==> src/rtl/pwmaq_pkg.sv <==
package pwmaq_pkg;

    typedef enum logic [1:0] {
        ACT_NONE   = 2'b00,
        ACT_LOW    = 2'b01,
        ACT_HIGH   = 2'b10,
        ACT_TOGGLE = 2'b11
    } act_e;

    typedef enum logic [1:0] {
        RLD_ZERO   = 2'b00,
        RLD_PERIOD = 2'b01,
        RLD_EITHER = 2'b10,
        RLD_NOW    = 2'b11
    } rld_e;

    localparam int unsigned NCH      = 2;
    localparam int unsigned FLD_ZERO = 0;
    localparam int unsigned FLD_PRD  = 2;
    localparam int unsigned FLD_CAU  = 4;
    localparam int unsigned FLD_CBU  = 8;
    localparam int unsigned RLD_LSB  = 6;

    localparam logic [2:0] SEL_ACT_A = 3'd0;
    localparam logic [2:0] SEL_ACT_B = 3'd1;
    localparam logic [2:0] SEL_CMP_A = 3'd2;
    localparam logic [2:0] SEL_CMP_B = 3'd3;
    localparam logic [2:0] SEL_RLD   = 3'd4;
    localparam logic [2:0] SEL_FRC   = 3'd5;

    function automatic logic apply_act(input logic [1:0] code, input logic cur);
        case (act_e'(code))
            ACT_LOW:    return 1'b0;
            ACT_HIGH:   return 1'b1;
            ACT_TOGGLE: return ~cur;
            default:    return cur;
        endcase
    endfunction

endpackage

==> src/rtl/pwmaq_pin.sv <==
module pwmaq_pin
    import pwmaq_pkg::*;
#(
    parameter int unsigned REG_W = 16
) (
    input  logic             clk,
    input  logic             rst_n,
    input  logic             tick,
    input  logic             ev_zero,
    input  logic             ev_prd,
    input  logic             ev_ca,
    input  logic             ev_cb,
    input  logic [REG_W-1:0] act,
    input  logic [1:0]       frc,
    output logic             pin
);

    typedef struct packed {
        logic lvl;
    } pin_st_t;

    pin_st_t st_d, st_q;

    logic [1:0] code_zero, code_prd, code_ca, code_cb;

    always_comb begin
        code_zero = act[FLD_ZERO +: 2];
        code_prd  = act[FLD_PRD  +: 2];
        code_ca   = act[FLD_CAU  +: 2];
        code_cb   = act[FLD_CBU  +: 2];
        st_d      = st_q;
        if (tick) begin
            if (frc == ACT_LOW) begin
                st_d.lvl = 1'b0;
            end else if (frc == ACT_HIGH) begin
                st_d.lvl = 1'b1;
            end else if (ev_ca && code_ca != ACT_NONE) begin
                st_d.lvl = apply_act(code_ca, st_q.lvl);
            end else if (ev_cb && code_cb != ACT_NONE) begin
                st_d.lvl = apply_act(code_cb, st_q.lvl);
            end else if (ev_prd && code_prd != ACT_NONE) begin
                st_d.lvl = apply_act(code_prd, st_q.lvl);
            end else if (ev_zero && code_zero != ACT_NONE) begin
                st_d.lvl = apply_act(code_zero, st_q.lvl);
            end
        end
    end

    always_ff @(posedge clk or negedge rst_n) begin
        if (!rst_n) begin
            st_q <= '0;
        end else begin
            st_q <= st_d;
        end
    end

    assign pin = st_q.lvl;

endmodule

==> src/rtl/pwmaq_regs.sv <==
module pwmaq_regs
    import pwmaq_pkg::*;
#(
    parameter int unsigned CNT_W = 16,
    parameter int unsigned REG_W = 16
) (
    input  logic                            clk,
    input  logic                            rst_n,
    input  logic                            tick,
    input  logic                            evt_zero,
    input  logic                            evt_period,
    input  logic                            wr_en,
    input  logic [2:0]                      wr_sel,
    input  logic [REG_W-1:0]                wr_data,
    output logic [NCH-1:0][REG_W-1:0]       act_o,
    output logic [NCH-1:0][CNT_W-1:0]       cmp_o,
    output logic [2*NCH-1:0]                frc_o
);

    localparam int unsigned FRC_W = 2 * NCH;

    typedef struct packed {
        logic [NCH-1:0][REG_W-1:0] act;
        logic [NCH-1:0][CNT_W-1:0] shd;
        logic [NCH-1:0][CNT_W-1:0] cmp;
        rld_e                      mode;
        logic [FRC_W-1:0]          pend;
        logic [FRC_W-1:0]          frc;
    } reg_st_t;

    reg_st_t          st_d, st_q;
    logic             load_now;
    logic [FRC_W-1:0] frc_eff;

    always_comb begin
        st_d = st_q;
        unique case (st_q.mode)
            RLD_ZERO:   load_now = tick && evt_zero;
            RLD_PERIOD: load_now = tick && evt_period;
            RLD_EITHER: load_now = tick && (evt_zero || evt_period);
            default:    load_now = 1'b1;
        endcase
        frc_eff  = load_now ? st_q.pend : st_q.frc;
        st_d.frc = frc_eff;
        for (int ch = 0; ch < NCH; ch++) begin
            if (tick && evt_zero) begin
                st_d.cmp[ch] = st_q.shd[ch];
            end
        end
        if (wr_en) begin
            case (wr_sel)
                SEL_ACT_A: st_d.act[0] = wr_data;
                SEL_ACT_B: st_d.act[1] = wr_data;
                SEL_CMP_A: st_d.shd[0] = CNT_W'(wr_data);
                SEL_CMP_B: st_d.shd[1] = CNT_W'(wr_data);
                SEL_RLD:   st_d.mode   = rld_e'(wr_data[RLD_LSB +: 2]);
                SEL_FRC:   st_d.pend   = wr_data[FRC_W-1:0];
                default:   ;
            endcase
        end
    end

    always_ff @(posedge clk or negedge rst_n) begin
        if (!rst_n) begin
            st_q <= '0;
        end else begin
            st_q <= st_d;
        end
    end

    assign act_o = st_q.act;
    assign cmp_o = st_q.cmp;
    assign frc_o = frc_eff;

endmodule

==> src/rtl/pwm_action_qualifier.sv <==
module pwm_action_qualifier
    import pwmaq_pkg::*;
#(
    parameter int unsigned CNT_W = 16,
    parameter int unsigned REG_W = 16
) (
    input  logic             clk,
    input  logic             rst_n,
    input  logic             tick,
    input  logic [CNT_W-1:0] cnt,
    input  logic             cnt_up,
    input  logic             evt_zero,
    input  logic             evt_period,
    input  logic             wr_en,
    input  logic [2:0]       wr_sel,
    input  logic [REG_W-1:0] wr_data,
    output logic             pin_a,
    output logic             pin_b
);

    logic [NCH-1:0][REG_W-1:0] act_w;
    logic [NCH-1:0][CNT_W-1:0] cmp_act;
    logic [2*NCH-1:0]          frc_eff;
    logic [NCH-1:0]            ev_cmp;
    logic [NCH-1:0]            pin_w;

    pwmaq_regs #(.CNT_W(CNT_W), .REG_W(REG_W)) u_regs (
        .clk        (clk),
        .rst_n      (rst_n),
        .tick       (tick),
        .evt_zero   (evt_zero),
        .evt_period (evt_period),
        .wr_en      (wr_en),
        .wr_sel     (wr_sel),
        .wr_data    (wr_data),
        .act_o      (act_w),
        .cmp_o      (cmp_act),
        .frc_o      (frc_eff)
    );

    generate
        for (genvar ch = 0; ch < NCH; ch++) begin : g_out
            assign ev_cmp[ch] = cnt_up && (cnt == cmp_act[ch]);

            pwmaq_pin #(.REG_W(REG_W)) u_pin (
                .clk     (clk),
                .rst_n   (rst_n),
                .tick    (tick),
                .ev_zero (evt_zero),
                .ev_prd  (evt_period),
                .ev_ca   (ev_cmp[0]),
                .ev_cb   (ev_cmp[1]),
                .act     (act_w[ch]),
                .frc     (frc_eff[2*ch +: 2]),
                .pin     (pin_w[ch])
            );
        end
    endgenerate

    assign pin_a = pin_w[0];
    assign pin_b = pin_w[1];

endmodule

==> config.mk <==
export PLATFORM = sky130hd
export DESIGN_NAME = pwm_action_qualifier
export DESIGN_NICKNAME = d
export VERILOG_FILES = /design/src/rtl/pwmaq_pkg.sv /design/src/rtl/pwmaq_pin.sv /design/src/rtl/pwmaq_regs.sv /design/src/rtl/pwm_action_qualifier.sv
export SDC_FILE = /design/constraint.sdc
export NUM_CORES = 1
export LEC_CHECK = 0
export BUFFER_PORTS_ARGS = -buffer_cell sky130_fd_sc_hd__buf_2
export CORE_UTILIZATION = 28
export DETAILED_ROUTE_END_ITERATION = 12
export PLACE_DENSITY_LB_ADDON = 0.15
export SLEW_MARGIN = 10
export SYNTH_ARGS = -nofsm -noshare
export SYNTH_HDL_FRONTEND = slang
export SYNTH_SLANG_ARGS = --single-unit
==> constraint.sdc <==
create_clock -name clk -period 5 [get_ports clk]
set_clock_uncertainty 0.05 [all_clocks]
set_input_delay 0.25 -clock clk [delete_from_list [all_inputs] [get_ports clk]]
set_output_delay 0.25 -clock clk [all_outputs]
set_load 0.02 [all_outputs]
# Word level (Yosys, flattened, before mapping)
# Index checks and enable logic that the tools add are counted.
[word_totals] input_bits=42 wordCells=114 output_inout_bits=2 regBits=96
[op_classes] n_eq_ne=43 n_mux=22 bitwise=2 n_reduce_logical=36
[ops] operator="$eq 2x2->1 const B" n=19
[ops] operator="$eq 16x16->1" n=2
[ops] operator="$pmux 1 s3" n=9
[ops] operator="$eq 2x1->1 const B" n=11
[ops] operator="$ne 8x4->1 const B" n=2
[ops] operator="$reduce_bool 2->1" n=8
[ops] operator="$reduce_bool 8->1" n=2
[ops] operator="$ne 7x4->1 const B" n=2
[ops] operator="$logic_and 1x1->1" n=13
[ops] operator="$mux 1" n=12
[ops] operator="$ne 6x4->1 const B" n=2
[ops] operator="$reduce_and 2->1" n=6
[ops] operator="$reduce_and 6->1" n=2
[ops] operator="$reduce_bool 6->1" n=2
[ops] operator="$eq 3x2->1 const B" n=2
[ops] operator="$eq 3x3->1 const B" n=2
[ops] operator="$mux 4" n=1
[ops] operator="$eq 3x1->1 const B" n=1
[ops] operator="$logic_not 3->1" n=1
[ops] operator="$logic_not 2->1" n=1
[ops] operator="$not 1->1" n=2
[ops] operator="$logic_or 1x1->1" n=1

# Longest topological paths before layout
[depth] ltp_word=8 ltp_mapped=13 depth_no_buf=13

# Cells and area by module
# A second synthesis with hierarchy kept.
[hier_totals] hier_cells=416 hier_area_um2=5480.3
[by_module_without_submodules] module="pwmaq_regs" cells_each=302 seq_area_each_um2=2652.5 instances=1 area_per_inst_um2=4544.4
[by_module_without_submodules] module="pwmaq_pin" cells_each=35 seq_area_each_um2=25.0 instances=2 area_per_inst_um2=286.5
[by_module_without_submodules] module="pwm_action_qualifier" cells_each=44 seq_area_each_um2=0.0 instances=1 area_per_inst_um2=362.8

# Worst setup path after synthesis
# OpenSTA, ideal clock, no wires.
[synth_path] kind="reg-to-reg" from="register u_regs.st_q[8] (netlist bit)" to="register g_out[1].u_pin.st_q" required_time_ps=4826 path_stages_with_launch=13 setup_ps=124 t_arrival_ps=2492 path_slack_ps=2334 n_path_buf=0 cell_sequence="dfrtp_1 > inv_1 > ha_1 > a21o_1 > a22o_1 > a21oi_1 > mux2_2 > ha_1 > o211a_1 > o32ai_1 > a21oi_1 > mux2i_1 > a21oi_1"
[synth_between] elab_chain_len=6
[synth_rtl] element="start: declaration" line="pwmaq_regs.sv:31" text="reg_st_t st_d, st_q;"
[synth_rtl] element="start signal: assignment" line="pwmaq_regs.sv:67" text="st_q <= st_d;"
[synth_rtl] element="$eq 2x2->1, or another cell as far along" line="pwmaq_regs.sv:37" text="unique case (st_q.mode)"
[synth_rtl] element="$pmux 1 s3 *" line="pwmaq_regs.sv:37"
[synth_rtl] element="$mux 4 *" line="pwmaq_regs.sv:43" text="frc_eff = load_now ? st_q.pend : st_q.frc;"
[synth_rtl] element="named net frc_eff[3]" line="pwm_action_qualifier.sv:23" text="logic [2*NCH-1:0] frc_eff;"
[synth_rtl] element="$eq 2x2->1 or $eq 2x1->1 (tied branches)" line="pwmaq_pin.sv:35, pwmaq_pin.sv:33"
[synth_rtl] element="$ne 8x4->1 (no line), or another cell as far along"
[synth_rtl] element="$reduce_and 6->1 (no line) or $mux 1 (tied branches)"
[synth_rtl] element="end signal: assignment" line="pwmaq_pin.sv:53" text="st_q <= st_d;"
[synth_rtl] element="end: declaration" line="pwmaq_pin.sv:22" text="pin_st_t st_d, st_q;"
# The timed path passes the listed nets; every way through them passes the cells marked *.
# A chain may end at the register's enable or synchronous reset.

# Worst setup path in the final report
# Same ends and word-level chain as after synthesis.

==> reports/metrics.cfg <==
[status]
status = finished clean

[cells_and_area]
fillers = 1604
stdcell_count = 624
nets = 469
layout_commonest_cell = dfrtp_1
antenna_cells = 0
regArea_um2 = 2300
drive_gt1_share_pct = 36.8
multiInputGateArea_um2 = 2090
layout-area-overhead-vs-synth_pct = 18.4
finish.instance_area_um2 = 5320
layout_common_cells = dfrtp_1 (92), mux2_2 (76), buf_2 (42)

[floorplanning]
start_util_pct = 29.1
fp-row-count = 45
ios = 44
die_w_um = 129
fp.dieArea_um2 = 16600
fp.dieH_um = 129
core_area_um2 = 15400

[worst_setup_path]
critPathSlowestCell = mux2_2
worstSetupStartpointType = flip-flop
cp.arrival_ps = 3110
startpoint = u_regs.st_q[8]$_DFFE_PN0P_
end_kind = flip-flop
rrSetupSlack_ps = 2070
r2r_end = g_out[1].u_pin.pin$_DFFE_PN0P_
reg2reg_from = u_regs.st_q[8]$_DFFE_PN0P_
slowest_delay_ps = 410
path_cells = inv_1, ha_1, a21o_1, a22o_1, a21oi_1, mux2_2, ha_1, o211a_1, o32ai_1, a21oi_1, mux2i_1, a21oi_1
r2r_cells = 12
path_class = reg2reg
crit_required_ps = 5180
cp_max_fo = 4
crit_path_frequent_cell = a21oi_1

[detailed_routing]
drt_iter0_markers = 88
drtPass1Iterations = 6
drtAntennaViolNets = 0
avgRoutedWirePerCell_um = 17.2
wirelength_um = 10700
routed-via-count = 2844
route.detailed.drc = 0
viasPerCell = 4.56

[timing]
hold_viol_final = 0
slew_viol_final = 0
fmax_mhz = 341
min_period_ps = 2930
rsz0062_at_grt = false
worst_slew_pin_slew_ps = 665
setup_violations = 0
setup_tns_ps = 0
period_share_pct = 58.6
max_slew_margin_pct = 55.7

[placement]
dp_hpwl_um = 7770
portBuffers = 43
gp_congestion = 0.749
post-place-cells = 607
dpl_cell_area_um2 = 4990

[clocking]
clkSlewWorstSetupHoldPaths_ps = 70
clockBufferDepth = 2
cts.sinks = 92
numCtsBuffers = 9
clk_latency_ps = 350
cts-resized-gates = 0
htree_levels = 3
root_buffer = clkbuf_16
cts_tree = yes

[synth]
yosys.cell_types.count = 45
syn-cell-area_um2 = 4500
synth_warnings = 0
synth_edf_count = 0
synth_fp_nets = 415
syn_area_per_cell_um2 = 12.7
synth-seq-cells = 92
syn_inst = 354
yosysSeqAreaShare_pct = 51.2
synth_flop_cell = dfrtp_1
async_flop_share_pct = 100

[power]
p_leak_nw = 2.38
max-vdd-ir-drop_mv = 0.175
power.total_mw = 2.43
p_per_area_nw_per_um2 = 456

[min_path]
worstHoldEndpoint = u_regs.st_q[70]$_DFFE_PN0P_
hp-start = wr_data[12]
min_path_type = in2reg
min_path_cells = 2

[global_route]
grt_pass1_vias = 3013
grt_start_max_net_pins = 51
grt.overflow.total = 0
grt_use_total_pct = 14.3
antenna_found_initial = 0
grt_first_pass_wirelength_um = 17100

[job]
maxCapViolCount = 0

==> sequential cells by signal (all words and copies together), names as in the netlist <==
name	count
u_regs.st_q	42
u_regs.act_o	16
u_regs.cmp_o	32
g_out.u_pin.pin	2
==> cell usage after synthesis (5+ instances only) <==
cell type | instances | area [um^2]
a21oi_1 | 5 | 25.0
dfrtp_1 | 92 | 2300
ha_1 | 19 | 238
inv_1 | 19 | 71.3
mux2_2 | 76 | 856
mux2i_1 | 7 | 70.1
nand2_1 | 22 | 82.6
nor2_1 | 10 | 37.5
nor4_1 | 5 | 31.3
o21ai_0 | 19 | 95.1
xnor2_1 | 8 | 70.1
xor2_1 | 21 | 184
==> critical path: cells and delay by family (launching register included) <==
| kind | cells | cell delay [ps] |
|---|---|---|
| AO/OA/AOI/OAI | 7 | 1230 |
| adder cells (fa/ha/maj) | 2 | 470 |
| buffers and inverters | 1 | 80 |
| flip-flops | 1 | 360 |
| multiplexers | 2 | 610 |
==> worst max-delay path by stage <==
stage	slack, ps	to
2_1_floorplan	2330	g_out[1].u_pin.pin$_DFFE_PN0P_
3_3_place_gp	2200	g_out[1].u_pin.pin$_DFFE_PN0P_
3_5_place_dp	2090	g_out[1].u_pin.pin$_DFFE_PN0P_
4_1_cts	2060	g_out[1].u_pin.pin$_DFFE_PN0P_
5_1_grt	1820	g_out[1].u_pin.pin$_DFFE_PN0P_
6_report	2070	g_out[1].u_pin.pin$_DFFE_PN0P_
==> cell families after synthesis <==
group	Yosys count	synth area share (%)
buffers and inverters	26	2.20
AND/OR/NAND/NOR	64	8.46
XOR/XNOR	32	6.74
AO/OA/AOI/OAI	38	5.51
multiplexers	83	20.6
adder cells (fa/ha/maj)	19	5.29
flip-flops	92	51.2
==> per-stage QoR <==
| step | hold slack (ps) | setup WS (ps) | utilization, % |
|---|---|---|---|
| after global placement | 223 | 2200 | 32.4 |
| after floorplan | -95.6 | 2330 | - |
| after CTS | 81.8 | 2060 | 34.5 |
| final | 87.1 | 2070 | 34.5 |
| after detailed placement | 233 | 2090 | 32.4 |
| after global routing | 88.1 | 1820 | 34.5 |
==> routing by layer <==
layer | global-route usage [%] | vias to the layer above | share of wire [%]
li1 | - | 1355 | -
met2 | 22.4 | 39 | 47
met1 | 19.3 | 1438 | 49
met4 | 6.23 | 0 | 1.9
met5 | 0 | - | 0
met3 | 2.45 | 12 | 2.3
==> layout make-up <==
type                    count  area share [%]
clock buffers              10            4.30
clock inverters             6            1.67
inverters                  19            1.34
multi-input cells         236            39.4
flip-flops and latches     92            43.3
well taps                 211            4.96
repair buffers             50            5.12
==> where the power goes <==
group | leakage, nW | internal [mW] | total (mW) | switching, mW
clock | 0.149 | 0.438 | 0.738 | 0.300
combinational | 1.12 | 0.314 | 0.617 | 0.303
sequential | 1.11 | 0.945 | 1.07 | 0.125
total | 2.38 | 1.70 | 2.43 | 0.728
==> repair_timing <==
action                    4_1_cts  5_1_grt
hold endpoints to repair       42        0
hold buffers                    1        0
setup buffers                   0        0
No activity file was read; power rests on OpenSTA's default activity.
